===== src/rtl/spwm_pkg.sv =====
// Shared types for the sample-stream PWM.
// Assumes a 3-bit word-indexed register port.
package spwm_pkg;
    typedef enum logic [2:0] {
        A_CTRL = 3'd0,
        A_STAT = 3'd1,
        A_IEN  = 3'd2,
        A_SAMP = 3'd3,
        A_PER  = 3'd4,
        A_CNT  = 3'd5
    } reg_addr_e;

    typedef enum logic [1:0] {
        OM_SET_FIRST = 2'd0,
        OM_CLR_FIRST = 2'd1,
        OM_OFF_A     = 2'd2,
        OM_OFF_B     = 2'd3
    } out_mode_e;
endpackage


===== src/rtl/spwm_fifo.sv =====
// Small sample queue with one push port and one pop port, and a synchronous clear.
// Assumes push is never requested while full (the caller filters it) and pop is never requested while empty.
module spwm_fifo #(
    parameter int DEPTH = 4,
    parameter int DW    = 16,
    localparam int PW   = (DEPTH > 1) ? $clog2(DEPTH) : 1,
    localparam int LW   = $clog2(DEPTH + 1)
) (
    input  logic          clk,
    input  logic          rst_n,
    input  logic          clr,
    input  logic          push,
    input  logic          pop,
    input  logic [DW-1:0] din,
    output logic [DW-1:0] head,
    output logic [LW-1:0] level,
    output logic          full,
    output logic          empty
);
    logic [DW-1:0] mem [DEPTH];
    logic [PW-1:0] wp, rp;

    // Storage write on push
    always_ff @(posedge clk) begin
        if (push) mem[wp] <= din;
    end

    // Pointer and level bookkeeping
    always_ff @(posedge clk) begin
        if (!rst_n || clr) begin
            wp    <= '0;
            rp    <= '0;
            level <= '0;
        end else begin
            if (push) wp <= (wp == PW'(DEPTH - 1)) ? '0 : wp + 1'b1;
            if (pop)  rp <= (rp == PW'(DEPTH - 1)) ? '0 : rp + 1'b1;
            if (push && !pop)      level <= level + 1'b1;
            else if (pop && !push) level <= level - 1'b1;
        end
    end

    assign head  = mem[rp];
    assign full  = (level == LW'(DEPTH));
    assign empty = (level == '0);
endmodule


===== src/rtl/spwm_timebase.sv =====
// Prescaler plus up-counter that wraps after the period value.
// step pulses when the counter advances; wrap pulses when that advance returns it to zero.
module spwm_timebase #(
    parameter int CW = 16,
    parameter int PRW = 12
) (
    input  logic           clk,
    input  logic           rst_n,
    input  logic           clr,
    input  logic           run,
    input  logic           clk_en,
    input  logic [PRW-1:0] prescale,
    input  logic [CW-1:0]  period,
    output logic [CW-1:0]  cnt,
    output logic           step,
    output logic           wrap
);
    logic [PRW-1:0] pre;

    assign step = run && !clr && clk_en && (pre >= prescale);
    assign wrap = step && (cnt >= period);

    // Prescaler and counter advance
    always_ff @(posedge clk) begin
        if (!rst_n || clr || !run) begin
            pre <= '0;
            cnt <= '0;
        end else if (clk_en) begin
            if (step) begin
                pre <= '0;
                cnt <= wrap ? '0 : cnt + 1'b1;
            end else begin
                pre <= pre + 1'b1;
            end
        end
    end
endmodule


===== src/rtl/spwm_swap.sv =====
// Combinational reorder of a bus word.
// Optionally exchanges the halves, then optionally reverses the bytes, and returns the low OW bits.
module spwm_swap #(
    parameter int BW = 32,
    parameter int OW = 16,
    localparam int NB = BW / 8,
    localparam int HW = BW / 2
) (
    input  logic [BW-1:0] din,
    input  logic          half_x,
    input  logic          byte_r,
    output logic [OW-1:0] dout
);
    logic [BW-1:0] hs, rv, sel;

    assign hs = half_x ? {din[HW-1:0], din[BW-1:HW]} : din;

    for (genvar i = 0; i < NB; i++) begin : g_rev
        assign rv[i*8 +: 8] = hs[(NB-1-i)*8 +: 8];
    end

    assign sel  = byte_r ? rv : hs;
    assign dout = sel[OW-1:0];
endmodule


===== src/rtl/sample_pwm.sv =====
// Sample-stream PWM top: register port, event flags, sample sequencing and output stage.
// Assumes a single clock. Register reads are combinational on bus_addr.
module sample_pwm
    import spwm_pkg::*;
#(
    parameter int DEPTH = 4,
    parameter int CNT_W = 16,
    parameter int PRE_W = 12,
    parameter int BUS_W = 32,
    localparam int LVL_W = $clog2(DEPTH + 1)
) (
    input  logic             clk,
    input  logic             rst_n,
    input  logic             clk_en,
    input  logic [2:0]       bus_addr,
    input  logic             bus_wr,
    input  logic [BUS_W-1:0] bus_wdata,
    output logic [BUS_W-1:0] bus_rdata,
    output logic             pwm_out,
    output logic             irq
);
    logic             run_q, clr_q, hsw_q, brv_q;
    logic [1:0]       rep_q, wm_q;
    out_mode_e        mode_q;
    logic [PRE_W-1:0] pre_q;
    logic [CNT_W-1:0] per_q, active_q, cnt, head, swapped;
    logic [2:0]       ien_q, rep_cnt, rep_lim;
    logic             roll_f, cmp_f, werr_f, low, out_q;
    logic             step, wrap, cmp_ev, push, pop, full, empty;
    logic [LVL_W-1:0] level;
    logic             wr_ctrl, wr_stat, wr_samp;

    assign wr_ctrl = bus_wr && (bus_addr == A_CTRL);
    assign wr_stat = bus_wr && (bus_addr == A_STAT);
    assign wr_samp = bus_wr && (bus_addr == A_SAMP);

    spwm_swap #(.BW(BUS_W), .OW(CNT_W)) swap_i (
        .din(bus_wdata), .half_x(hsw_q), .byte_r(brv_q), .dout(swapped));

    spwm_fifo #(.DEPTH(DEPTH), .DW(CNT_W)) fifo_i (
        .clk(clk), .rst_n(rst_n), .clr(clr_q), .push(push), .pop(pop),
        .din(swapped), .head(head), .level(level), .full(full), .empty(empty));

    spwm_timebase #(.CW(CNT_W), .PRW(PRE_W)) tb_i (
        .clk(clk), .rst_n(rst_n), .clr(clr_q), .run(run_q), .clk_en(clk_en),
        .prescale(pre_q), .period(per_q), .cnt(cnt), .step(step), .wrap(wrap));

    assign push    = wr_samp && !clr_q && !full;
    assign rep_lim = 3'((4'd1 << rep_q) - 4'd1);
    assign pop     = wrap && (rep_cnt >= rep_lim) && !empty;
    assign cmp_ev  = step && (cnt == active_q);
    assign low     = (int'(DEPTH) - int'(level)) >= (int'(wm_q) + 1);

    // Configuration registers
    always_ff @(posedge clk) begin
        if (!rst_n) begin
            run_q <= 1'b0; clr_q <= 1'b0; hsw_q <= 1'b0; brv_q <= 1'b0;
            rep_q <= '0; wm_q <= '0; mode_q <= OM_SET_FIRST; pre_q <= '0;
            per_q <= '0; ien_q <= '0;
        end else begin
            if (wr_ctrl) begin
                run_q  <= bus_wdata[0];
                clr_q  <= bus_wdata[1];
                mode_q <= out_mode_e'(bus_wdata[3:2]);
                rep_q  <= bus_wdata[5:4];
                wm_q   <= bus_wdata[7:6];
                hsw_q  <= bus_wdata[8];
                brv_q  <= bus_wdata[9];
                pre_q  <= bus_wdata[16 +: PRE_W];
            end
            if (bus_wr && bus_addr == A_PER) per_q <= bus_wdata[CNT_W-1:0];
            if (bus_wr && bus_addr == A_IEN) ien_q <= bus_wdata[2:0];
        end
    end

    // Sticky event flags: a new event takes priority over write-one-to-clear
    always_ff @(posedge clk) begin
        if (!rst_n || clr_q) begin
            roll_f <= 1'b0; cmp_f <= 1'b0; werr_f <= 1'b0;
        end else begin
            roll_f <= wrap   || (roll_f && !(wr_stat && bus_wdata[5]));
            cmp_f  <= cmp_ev || (cmp_f  && !(wr_stat && bus_wdata[6]));
            werr_f <= (wr_samp && full) || (werr_f && !(wr_stat && bus_wdata[4]));
        end
    end

    // Repeat counting and active-sample update at each wrap
    always_ff @(posedge clk) begin
        if (!rst_n || clr_q) begin
            rep_cnt  <= '0;
            active_q <= '0;
        end else if (wrap) begin
            rep_cnt <= (rep_cnt >= rep_lim) ? '0 : rep_cnt + 1'b1;
            if (pop) active_q <= head;
        end
    end

    // Output state: a wrap outranks a compare on the same step
    always_ff @(posedge clk) begin
        if (!rst_n || clr_q || !run_q) out_q <= 1'b0;
        else if (wrap)                 out_q <= (mode_q == OM_SET_FIRST);
        else if (cmp_ev)               out_q <= (mode_q == OM_CLR_FIRST);
    end

    assign pwm_out = out_q && (mode_q == OM_SET_FIRST || mode_q == OM_CLR_FIRST);
    assign irq     = (roll_f && ien_q[0]) || (cmp_f && ien_q[1]) || (low && ien_q[2]);

    // Register read multiplexer
    always_comb begin
        bus_rdata = '0;
        case (bus_addr)
            A_CTRL: begin
                bus_rdata[0] = run_q; bus_rdata[1] = clr_q; bus_rdata[3:2] = mode_q;
                bus_rdata[5:4] = rep_q; bus_rdata[7:6] = wm_q; bus_rdata[8] = hsw_q;
                bus_rdata[9] = brv_q; bus_rdata[16 +: PRE_W] = pre_q;
            end
            A_STAT: begin
                bus_rdata[LVL_W-1:0] = level; bus_rdata[4] = werr_f;
                bus_rdata[5] = roll_f; bus_rdata[6] = cmp_f; bus_rdata[7] = low;
            end
            A_IEN:   bus_rdata[2:0] = ien_q;
            A_SAMP:  bus_rdata[CNT_W-1:0] = active_q;
            A_PER:   bus_rdata[CNT_W-1:0] = per_q;
            A_CNT:   bus_rdata[CNT_W-1:0] = cnt;
            default: bus_rdata = '0;
        endcase
    end
endmodule


===== config.mk =====
export PLATFORM = sky130hd
export DESIGN_NAME = sample_pwm
export DESIGN_NICKNAME = d
export VERILOG_FILES = /design/src/rtl/spwm_pkg.sv /design/src/rtl/spwm_fifo.sv /design/src/rtl/spwm_timebase.sv /design/src/rtl/spwm_swap.sv /design/src/rtl/sample_pwm.sv
export SDC_FILE = /design/constraint.sdc
export NUM_CORES = 1
export LEC_CHECK = 0
export CELL_PAD_IN_SITES_DETAIL_PLACEMENT = 1
export CELL_PAD_IN_SITES_GLOBAL_PLACEMENT = 1
export CORE_AREA = 2 2 131 158
export DETAILED_ROUTE_END_ITERATION = 16
export DIE_AREA = 0 0 133 160
export PLACE_DENSITY = 0.75
export SLEW_MARGIN = 20
export SYNTH_ARGS = -nofsm -noshare
export SYNTH_HDL_FRONTEND = slang
export SYNTH_SLANG_ARGS = --single-unit

===== constraint.sdc =====
create_clock -name clk -period 10.75 [get_ports clk]
set_clock_uncertainty 0.15 [all_clocks]
set_input_delay 1.6125 -clock clk [delete_from_list [all_inputs] [get_ports clk]]
set_output_delay 1.6125 -clock clk [all_outputs]
set_load 0.05 [all_outputs]

Yosys cells after proc, flatten, opt, wreduce, memory -nomap -nowiden
Memories as Yosys holds them, arrays and structs flattened. A register that Yosys moved wholly into a read port is not among the register bits.
Index checks and enable logic that the tools add are counted.
{"block": "totals", "regBits": 83, "mem_bits_rw": 64, "in_bits": 39, "mem_count": 1}
{"name": "fifo_i.mem", "words": 4, "word_bits": 16, "read_ports": 1, "rd_clocked_by_memory_dff": 1, "wr": 1, "line_no": "spwm_fifo.sv:20", "source": "logic [DW-1:0] mem [DEPTH];"}
{"block": "classes", "n_addsub": 10, "n_lt_le_gt_ge": 4, "eq_ne": 10, "shifts": 1, "mux": 19, "n_reduce_logical": 52}
{"op": "$mux 16", "n": 2}
{"op": "$mux 32", "n": 1}
{"op": "$logic_and 1x1->1", "n": 27}
{"op": "$mux 12", "n": 2}
{"op": "$pmux 4 s5", "n": 1}
{"op": "$pmux 3 s6", "n": 1}
{"op": "$pmux 6 s3", "n": 1}
{"op": "$add 16x1->16 const B", "n": 1}
{"op": "$eq 16x16->1", "n": 1}
{"op": "$ge 16x16->1", "n": 1}
{"op": "$add 12x1->12 const B", "n": 1}
{"op": "$ge 12x12->1", "n": 1}
{"op": "$logic_not 1->1", "n": 10}
{"op": "$eq 3x3->1 const B", "n": 3}
{"op": "$mux 3", "n": 3}
{"op": "$logic_or 1x1->1", "n": 8}
{"op": "$pmux 2 s4", "n": 1}
{"op": "$add 3x1->3 const B", "n": 2}
{"op": "$eq 3x2->1 const B", "n": 2}
{"op": "$logic_not 3->1", "n": 2}
{"op": "$sub 3x1->3 const B", "n": 2}
{"op": "$add 2x1->2 const B", "n": 2}
{"op": "$eq 2x2->1 const B", "n": 2}
{"op": "$ge 4x4->1", "n": 1}
{"op": "other kinds (12)", "n": 18}

Longest topological paths before layout
Gate-level depths: netlist of run 1.
{"block": "logic_depth", "ltp_word": 10, "depth_mapped": 15, "depth_no_buf": 13}

Cells and area by module
From an unflattened synthesis of run 1, not the netlist that was laid out.
{"block": "unflattened", "hier_cells": 840, "area_unflattened_um2": 8857.2}
{"module": "sample_pwm", "instances": 1, "cells_per_inst": 440, "area_per_inst_um2": 3588.4, "seq_area_each_um2": 1281.2}
{"module": "spwm_fifo", "instances": 1, "cells_per_inst": 130, "area_per_inst_um2": 2795.2, "seq_area_each_um2": 2102.0}
{"module": "spwm_timebase", "instances": 1, "cells_per_inst": 250, "area_per_inst_um2": 2049.5, "seq_area_each_um2": 560.5}
{"module": "spwm_swap", "instances": 1, "cells_per_inst": 20, "area_per_inst_um2": 424.2, "seq_area_each_um2": 0.0}

Worst setup path before layout of run 1
OpenSTA, ideal clock, no wires.
{"block": "synth_path", "path_kind": "input to output", "start": "input port bus_addr[2]", "end": "output port bus_rdata[7]", "t_arrival_ns": 3.616, "required_ns": 8.988, "setup_slack_ns": 5.372, "path_stages": 4, "n_path_buf": 2, "path_cell_list": "buf_1 > clkbuf_1 > a211oi_1 > o31ai_1"}
{"block": "synth_via", "elab_chain_cells": 2, "word_cells_on_any_way": 6, "cone_classes": "eq/ne (4); mux (1); reduce/logical (1)"}
{"item": "from (decl)", "line_no": "sample_pwm.sv:15", "source": "input logic [2:0] bus_addr,"}
{"item": "$eq 3x3->1, or another cell as far along", "line_no": "sample_pwm.sv:111", "source": "case (bus_addr)"}
{"item": "$pmux 4 s5 *", "line_no": "sample_pwm.sv:111"}
{"item": "to (decl)", "line_no": "sample_pwm.sv:18", "source": "output logic [BUS_W-1:0] bus_rdata,"}
Mark *: on every way between the ends. The rest lies on a longest branch, timed or not.

Worst setup path after layout of run 1
{"block": "layout_path", "start": "input port bus_addr[0]", "end": "output port bus_rdata[3]"}
{"block": "layout_via", "elab_chain_cells": 2, "word_cells_on_any_way": 5, "cone_classes": "eq/ne (3); mux (1); reduce/logical (1)"}
{"item": "$eq 3x3->1, or another cell as far along", "line_no": "sample_pwm.sv:111"}
{"item": "$pmux 1 s4 *", "line_no": "sample_pwm.sv:111"}
Marked as above.

==> impl_table.tex, run 1 <==
\begin{tabular}{lr}
\hline
Metric & Value \\
\hline
\multicolumn{2}{l}{\textbf{Clocking}} \\
Clock tree from TritonCTS & yes \\
Post-CTS sizing & 0 \\
Clock Latency Late Sink & roughly 0.43 ns \\
Buffer depth of the longest clock path & 2 \\
Maximum level of the CTS H-tree & 4 \\
CTS buffer count & 17 \\
Count of hold-fix buffers inserted at cts & 0 \\
Root cell of the clock tree & sky130\_fd\_sc\_hd\_\_clkbuf\_16 \\
CTS clk-pin slew, worst paths & 0.07 ns \\
Sink count of the clock tree & 163 \\
Post-CTS Setup Inserts & 0 \\
\multicolumn{2}{l}{\textbf{Logic synthesis}} \\
Top FF cell, synth & sky130\_fd\_sc\_hd\_\_dfxtp\_1 \\
Number of enable flip-flop cells after synthesis & 64 \\
Avg Synthesized Cell Area & 10.0 sq um \\
Synthesized instance count & 870 \\
Summed instance area of the synthesized netlist & 8730 sq um \\
Synth async-reset ratio & 0\% \\
Total of flip-flops plus latches after synthesis & 163 \\
Portion of the post-synthesis area used by sequential elements & around 45\% \\
Count of distinct cell types in the synthesized netlist & 54 \\
Ys Warns & 0 \\
\multicolumn{2}{l}{\textbf{Status}} \\
Outcome & complete, no violations \\
\multicolumn{2}{l}{\textbf{Layout}} \\
Post-route core utilization & about half \\
Cell Count, Final, Fillers Out & 1,190 \\
Growth of design area from synthesis to finish & 17.3\% \\
Antenna diode count & 0 \\
Fraction of layout instances using a drive strength above 1 & 9.08\% \\
Final-layout fill cell count & between 2k and 2.5k \\
Nets@finish & 999 \\
\multicolumn{2}{l}{\textbf{Route}} \\
Via total after detailed routing & between 6k and 7k \\
Wl on met1 & approximately 11 mm \\
DRC violations left & 0 \\
Met3 Routed Length & 905 microns \\
Met2 wire length & approximately 13 mm \\
Count of routing violations after the opening detailed-route iteration & between 500 and 600 \\
Vias per cell & 5.78 \\
Final antenna-violating net count & 0 \\
Top layer used by detailed routing & met4 \\
Number of iterations in the first detailed-routing pass & 4 \\
Per-cell routed wire length & 21.6 microns \\
Overall routed net length & 25.7 mm \\
\multicolumn{2}{l}{\textbf{Floorplan}} \\
Width of the die & 133 microns \\
Standard-cell row count & 57 \\
Core area & 19,900 sq um \\
Count of boundary I/O pins & 73 \\
Total Die Area & 21,300 sq um \\
Die Span Y & around 160 microns \\
Initial Utilization & 43.9\% \\
\multicolumn{2}{l}{\textbf{Worst setup path}} \\
Critical path fanouts, max & 32 \\
R2r setup slk & 6.94 ns \\
Crit path launch type & input pin \\
Critical Path Sink Type & output port \\
Critical path type & in -> out \\
Arrival time at the worst endpoint & roughly 4.4 ns \\
Required time of the critical path & 8.99 ns \\
\multicolumn{2}{l}{\textbf{Pwr}} \\
IR Drop Worst-Case VDD & 0.105 mV \\
Static leakage & 3.33 nW \\
PD cells & 138 nW/um\^{}2 \\
\multicolumn{2}{l}{\textbf{Timing}} \\
Post-route setup slack & 4.63 ns \\
Final hold violation count & 0 \\
Number of max-slew violations in the final report & 0 \\
Unrepaired setup endpoints after global routing & false \\
Setup TNS & 0 ns \\
Worst-margin pin slew & 0.958 ns \\
Fin crit share & 57.0\% \\
Setup violation total in the final timing report & 0 \\
Relative max-transition margin & 36.1\% \\
Post-route minimum period & 6.12 ns \\
Max frequency & about 0.16 GHz \\
\multicolumn{2}{l}{\textbf{Global route}} \\
Maximum number of pins on one net before global-route repair & 55 \\
Wire length of the first global-routing pass & 41.2 mm \\
Number of antenna violations at the first check in global routing & 0 \\
Total grt overflow & 0 \\
GRT Util Overall & 25.2\% \\
Number of global-route vias before repair & between 7k and 8k \\
\multicolumn{2}{l}{\textbf{Worst hold path}} \\
Path type of the worst min-delay path & reg -> reg \\
\multicolumn{2}{l}{\textbf{Placement}} \\
Port Buf Inserts & 68 \\
Worst setup slack before clock tree synthesis & 4.65 ns \\
Inst Count DP & around 1.2k \\
Detailed-placement wirelength estimate & between 15 and 20 mm \\
GPL Wtd Cong & 0.877 \\
\multicolumn{2}{l}{\textbf{Job}} \\
MaxCap Viol Count & 0 \\
\hline
\end{tabular}
==> critical path, stage by stage <==
cell and delay, ns:
sky130_fd_sc_hd__clkdlybuf4s50_1 0.45, sky130_fd_sc_hd__buf_4 0.34, sky130_fd_sc_hd__nor2b_1 0.52, sky130_fd_sc_hd__and2_1 0.40
sky130_fd_sc_hd__nand2_1 0.08, sky130_fd_sc_hd__o21ai_0 0.08, sky130_fd_sc_hd__clkdlybuf4s50_1 0.84
==> synth_stat cells, drive strengths merged (2+ instances only) <==
cell | count | area share (%)
a21boi | 39 | 3.4
and4 | 5 | 0.50
nand4b | 2 | 0.20
or2 | 4 | 0.29
or4 | 11 | 0.95
or3 | 3 | 0.21
dfxtp | 99 | 23
mux2i | 15 | 1.7
xnor2 | 20 | 2.0
and3b | 2 | 0.20
a211oi | 2 | 0.17
nor3b | 3 | 0.26
nand4 | 33 | 2.4
nand2 | 116 | 5.0
mux4 | 35 | 9.0
a21o | 4 | 0.34
ha | 47 | 6.7
o21ai | 33 | 1.9
xor2 | 8 | 0.80
and3 | 6 | 0.43
a22oi | 7 | 0.60
nor3 | 7 | 0.40
a31oi | 3 | 0.21
nand2b | 8 | 0.57
o31ai | 29 | 2.5
a21oi | 59 | 3.4
clkbuf | 50 | 2.1
nor2b | 12 | 0.86
and2 | 21 | 1.5
nor2 | 35 | 1.5
buf | 9 | 0.60
edfxtp | 64 | 22
nand3 | 18 | 1.0
inv | 47 | 2.0
==> sequential cells by signal, summed over array words and instances (netlist names) <==
signal and cells:
active_q 16, mode_q 2, fifo_i.rp 2, werr_f 1, per_q 16, fifo_i.mem 64
clr_q 1, fifo_i.wp 2, brv_q 1, tb_i.pre 12, wm_q 2, ien_q 3
tb_i.cnt 16, cmp_f 1, rep_q 2, pre_q 12, run_q 1, out_q 1
fifo_i.level 3, hsw_q 1, roll_f 1, rep_cnt 3
==> stage by stage <==
stage	hold slack, ns	area [sq um]	power (mW)
6_report	0.324	10200	1.41
5_1_grt	0.368	10200	1.45
4_1_cts	0.325	10200	1.42
3_5_place_dp	0.316	9610	0.784
3_3_place_gp	0.306	9610	0.782
2_1_floorplan	0.293	8740	0.734
==> cell families after synthesis <==
family / count (synthesis) / share of synthesized area [%]
xor+xnor: 28 / 2.81
fa+ha+maj: 48 / 6.96
flops: 163 / 44.7
simple gates: 287 / 16.3
mux: 51 / 10.9
other cells: 1 / 0.0430
compound gates: 186 / 13.5
buf+inv: 106 / 4.77
==> cell usage in the layout (no fill, tap or decap), types with 5 or more instances in the layout <==
cell | Yosys | layout
sky130_fd_sc_hd__nor3_1 | 7 | 7
sky130_fd_sc_hd__o21ai_0 | 32 | 32
sky130_fd_sc_hd__o31ai_1 | 29 | 29
sky130_fd_sc_hd__a21boi_0 | 38 | 38
sky130_fd_sc_hd__inv_8 | 0 | 6
sky130_fd_sc_hd__mux4_2 | 35 | 35
sky130_fd_sc_hd__or4_1 | 11 | 11
sky130_fd_sc_hd__mux2i_1 | 15 | 15
sky130_fd_sc_hd__xor2_1 | 8 | 8
sky130_fd_sc_hd__and2_1 | 20 | 21
sky130_fd_sc_hd__nand2_1 | 116 | 116
sky130_fd_sc_hd__nand2b_1 | 8 | 8
sky130_fd_sc_hd__nor2_1 | 35 | 35
sky130_fd_sc_hd__and3_1 | 6 | 6
sky130_fd_sc_hd__dfxtp_1 | 99 | 99
sky130_fd_sc_hd__edfxtp_1 | 64 | 64
sky130_fd_sc_hd__clkbuf_16 | 0 | 17
sky130_fd_sc_hd__nand4_1 | 33 | 33
sky130_fd_sc_hd__and4_1 | 5 | 5
sky130_fd_sc_hd__clkdlybuf4s50_1 | 0 | 68
sky130_fd_sc_hd__a21oi_1 | 59 | 58
sky130_fd_sc_hd__a22oi_1 | 7 | 7
sky130_fd_sc_hd__ha_1 | 47 | 47
sky130_fd_sc_hd__nand3_1 | 18 | 18
sky130_fd_sc_hd__nor2b_1 | 12 | 12
sky130_fd_sc_hd__inv_1 | 47 | 47
sky130_fd_sc_hd__buf_4 | 4 | 11
sky130_fd_sc_hd__xnor2_1 | 20 | 20
==> final timing paths <==
kind,startpoint,end,depth (start not counted)
max,bus_addr[0],bus_rdata[3],7
min,werr_f,werr_f,2
max reg2reg,tb_i.cnt[0],fifo_i.level[2],13
min reg2reg,werr_f,werr_f,2
==> report_power, final <==
part | leakage, nW | switching (mW) | internal [mW]
combinational | 1.65 | 0.0745 | 0.0425
sequential | 1.38 | 0.00651 | 0.648
clock | 0.304 | 0.297 | 0.340
==> cell type report <==
cell class,count,area (sq um),share of cell area [%]
Clock buffer,17,425,4.16
Clock inverter,15,204,1.99
Inverter,47,176,1.72
Multi-Input combinational cell,604,4430,43.3
Sequential cell,163,3900,38.1
Tap cell,265,332,3.24
Timing Repair Buffer,79,763,7.46
==> per-layer routing <==
| layer | track usage, % | vias up |
|---|---|---|
| met3 | 3.94 | 37 |
| met4 | 8.94 | 0 |
| met5 | 0 | - |
| met2 | 42.4 | 156 |
| li1 | - | 3234 |
| met1 | 33.1 | 3449 |
No activity file was read; power rests on OpenSTA's default activity.
==> inputs of run 2 (changes only) <==
--- a/config.mk
+++ b/config.mk
@@ -7,10 +7,10 @@
 export LEC_CHECK = 0
 export CELL_PAD_IN_SITES_DETAIL_PLACEMENT = 1
 export CELL_PAD_IN_SITES_GLOBAL_PLACEMENT = 1
-export CORE_AREA = 2 2 131 158
+export CORE_AREA = 2 2 135 163
 export DETAILED_ROUTE_END_ITERATION = 16
-export DIE_AREA = 0 0 133 160
-export PLACE_DENSITY = 0.75
+export DIE_AREA = 0 0 137 165
+export PLACE_DENSITY = 0.74
 export SLEW_MARGIN = 20
 export SYNTH_ARGS = -nofsm -noshare
 export SYNTH_HDL_FRONTEND = slang
==> constraint.sdc (replaced) <==
create_clock -name clk -period 5.13 [get_ports clk]
set_clock_uncertainty 0.15 [all_clocks]
set_input_delay 0.7695 -clock clk [delete_from_list [all_inputs] [get_ports clk]]
set_output_delay 0.7695 -clock clk [all_outputs]
set_load 0.05 [all_outputs]
==> run 2 against run 1 <==
Effect of this change:
- total power grew 110%
- highest routed layer unchanged
- routed wire length up 1.4%
- count of clock-buffer cells in the layout stayed put
- largest cell class unchanged
- final area is 0.28% lower
- first-iteration DRC count fell by 11%
==> impl_table.tex, run 2 (synthesis gave the netlist of run 1 again) <==
\begin{tabular}{lr}
\hline
Metric & Value \\
\hline
\multicolumn{2}{l}{\textbf{Status}} \\
Outcome & complete, no violations \\
\multicolumn{2}{l}{\textbf{Clocking}} \\
Post-CTS sizing & 0 \\
Post-CTS Setup Inserts & 0 \\
Maximum level of the CTS H-tree & 4 \\
Clock Latency Late Sink & 0.44 ns \\
Root cell of the clock tree & sky130\_fd\_sc\_hd\_\_clkbuf\_16 \\
Clock tree from TritonCTS & yes \\
Count of hold-fix buffers inserted at cts & 0 \\
CTS buffer count & 17 \\
CTS clk-pin slew, worst paths & 0.07 ns \\
Buffer depth of the longest clock path & 2 \\
Sink count of the clock tree & $\sim$160 \\
\multicolumn{2}{l}{\textbf{Placement}} \\
GPL Wtd Cong & roughly 0.86 \\
Detailed-placement wirelength estimate & 19.1 mm \\
Port Buf Inserts & 68 \\
\multicolumn{2}{l}{\textbf{Layout}} \\
Most common cell after layout, fill and taps aside & sky130\_fd\_sc\_hd\_\_nand2\_1 \\
Nets@finish & $\sim$1k \\
Register area & slightly below 4000 sq um \\
Fraction of layout instances using a drive strength above 1 & between 10\% and 20\% \\
Number of flip-flops under the largest register name & 64 \\
Growth of design area from synthesis to finish & 16.9\% \\
Register ranked first by flip-flop count & fifo\_i.mem \\
Total area of multi-input combinational cells & between 4000 and 5000 sq um \\
Final-layout fill cell count & 2,305 \\
Commonest cells after routing, fill and taps aside & sky130\_fd\_sc\_hd\_\_nand2\_1 (116), sky130\_fd\_sc\_hd\_\_dfxtp\_1 (99), sky130\_fd\_sc\_hd\_\_edfxtp\_1 (64) \\
Antenna diode count & 0 \\
\multicolumn{2}{l}{\textbf{Pwr}} \\
Static leakage & 3.39 nW \\
IR Drop Worst-Case VDD & approximately 0.22 mV \\
PD cells & 287 nW/um\^{}2 \\
Power after layout & 2.93 mW \\
\multicolumn{2}{l}{\textbf{Route}} \\
Via total after detailed routing & 6,904 \\
Vias per cell & 5.75 \\
Overall routed net length & 26.0 mm \\
Final antenna-violating net count & 0 \\
DRC violations left & 0 \\
Per-cell routed wire length & 21.7 microns \\
Number of iterations in the first detailed-routing pass & 5 \\
Count of routing violations after the opening detailed-route iteration & 502 \\
\multicolumn{2}{l}{\textbf{Floorplan}} \\
Standard-cell row count & 58 \\
Die Span Y & $\sim$170 microns \\
Core area & between 20,000 and 25,000 sq um \\
Initial Utilization & 41.8\% \\
Count of boundary I/O pins & 73 \\
Width of the die & around 140 microns \\
Total Die Area & 22,600 sq um \\
\multicolumn{2}{l}{\textbf{Timing}} \\
Setup TNS & 0 ns \\
Relative max-transition margin & roughly two fifths \\
Final hold violation count & 0 \\
Worst-margin pin slew & 0.900 ns \\
Unrepaired setup endpoints after global routing & false \\
Post-route minimum period & 4.48 ns \\
Max frequency & 0.223 GHz \\
Number of max-slew violations in the final report & 0 \\
Setup violation total in the final timing report & 0 \\
Fin crit share & 87.4\% \\
\multicolumn{2}{l}{\textbf{Job}} \\
MaxCap Viol Count & 0 \\
\multicolumn{2}{l}{\textbf{Worst setup path}} \\
Critical Path Sink Type & output port \\
End of the worst register-to-register path & fifo\_i.level[2] \\
Critical path type & reg -> out \\
Arrival time at the worst endpoint & 3.56 ns \\
Required time of the critical path & approximately 4.2 ns \\
Length in cells of the worst reg-to-reg path & 13 \\
Crit path launch type & flip-flop \\
Critical path fanouts, max & 5 \\
R2r setup slk & 1.41 ns \\
Critical Path Start & fifo\_i.level[0] \\
Critical register-to-register path startpoint & tb\_i.cnt[0] \\
\multicolumn{2}{l}{\textbf{Global route}} \\
Wire length of the first global-routing pass & just over 40 mm \\
Maximum number of pins on one net before global-route repair & 54 \\
Total grt overflow & 0 \\
GRT Util Overall & 24.3\% \\
Number of antenna violations at the first check in global routing & 0 \\
Number of global-route vias before repair & 7,023 \\
\multicolumn{2}{l}{\textbf{Worst hold path}} \\
Hold path startpoint & per\_q[9] \\
Path type of the worst min-delay path & reg -> reg \\
End of the worst hold path & per\_q[9] \\
Hold Path Depth & 2 \\
\hline
\end{tabular}
run 2: cell type report:
| type | instances | area share, % |
|---|---|---|
| flip-flops and latches | 163 | 38.2 |
| well taps | 270 | 3.31 |
| clock inverters | 15 | 1.80 |
| multi-input cells | 604 | 43.4 |
| repair buffers | 84 | 7.30 |
| inverters | 47 | 1.73 |
| clock buffers | 17 | 4.17 |
run 2: stage by stage:
| stage | setup WS [ns] | hold WS, ns | area, sq um | utilization [%] | instances |
|---|---|---|---|---|---|
| 2_1_floorplan | 1.41 | 0.293 | 8740 | - | 873 |
| 3_3_place_gp | 1.07 | 0.305 | 9600 | 45.9 | 1168 |
| 5_1_grt | 0.501 | 0.348 | 10200 | 48.8 | 1200 |
| 4_1_cts | 0.659 | 0.326 | 10200 | 48.8 | 1200 |
| 3_5_place_dp | 1.02 | 0.316 | 9600 | 45.9 | 1168 |
| 6_report | 0.647 | 0.324 | 10200 | 48.8 | 1200 |
run 2: per-layer routing:
metal | routed length, microns | share of wire [%] | vias up | GRT usage [%]
met4 | 769 | 3.0 | 0 | 8.86
met2 | 12800 | 49 | 165 | 39.7
li1 | - | - | 3243 | -
met5 | 0 | 0 | - | 0
met3 | 922 | 3.5 | 35 | 3.68
met1 | 11600 | 45 | 3461 | 32.5
run 2: worst max-delay path, cell delays in order (launching register included):
cell and delay [ns]:
sky130_fd_sc_hd__dfxtp_1 0.48, sky130_fd_sc_hd__inv_1 0.13, sky130_fd_sc_hd__ha_1 0.25, sky130_fd_sc_hd__ha_1 0.28, sky130_fd_sc_hd__inv_1 0.04, sky130_fd_sc_hd__ha_1 0.26
sky130_fd_sc_hd__nor2b_1 0.12, sky130_fd_sc_hd__o21ai_0 0.13, sky130_fd_sc_hd__o211a_1 0.24, sky130_fd_sc_hd__o31ai_1 0.34, sky130_fd_sc_hd__clkdlybuf4s50_1 0.88
run 2: where the power goes:
group          internal, mW  total (mW)  switching, mW
Sequential             1.36        1.37         0.0109
Clock                 0.669        1.31          0.641
Combinational        0.0902       0.250          0.160
run 2: how the worst max path moves through the flow:
| stage | to | slack, ns | cells past startpoint |
|---|---|---|---|
| floorplan | bus_rdata[7] | 1.41 | 9 |
| global placement | bus_rdata[7] | 1.07 | 6 |
| detailed placement | bus_rdata[7] | 1.02 | 6 |
| CTS | bus_rdata[7] | 0.66 | 10 |
| global route | bus_rdata[7] | 0.50 | 10 |
| finish | bus_rdata[7] | 0.65 | 10 |
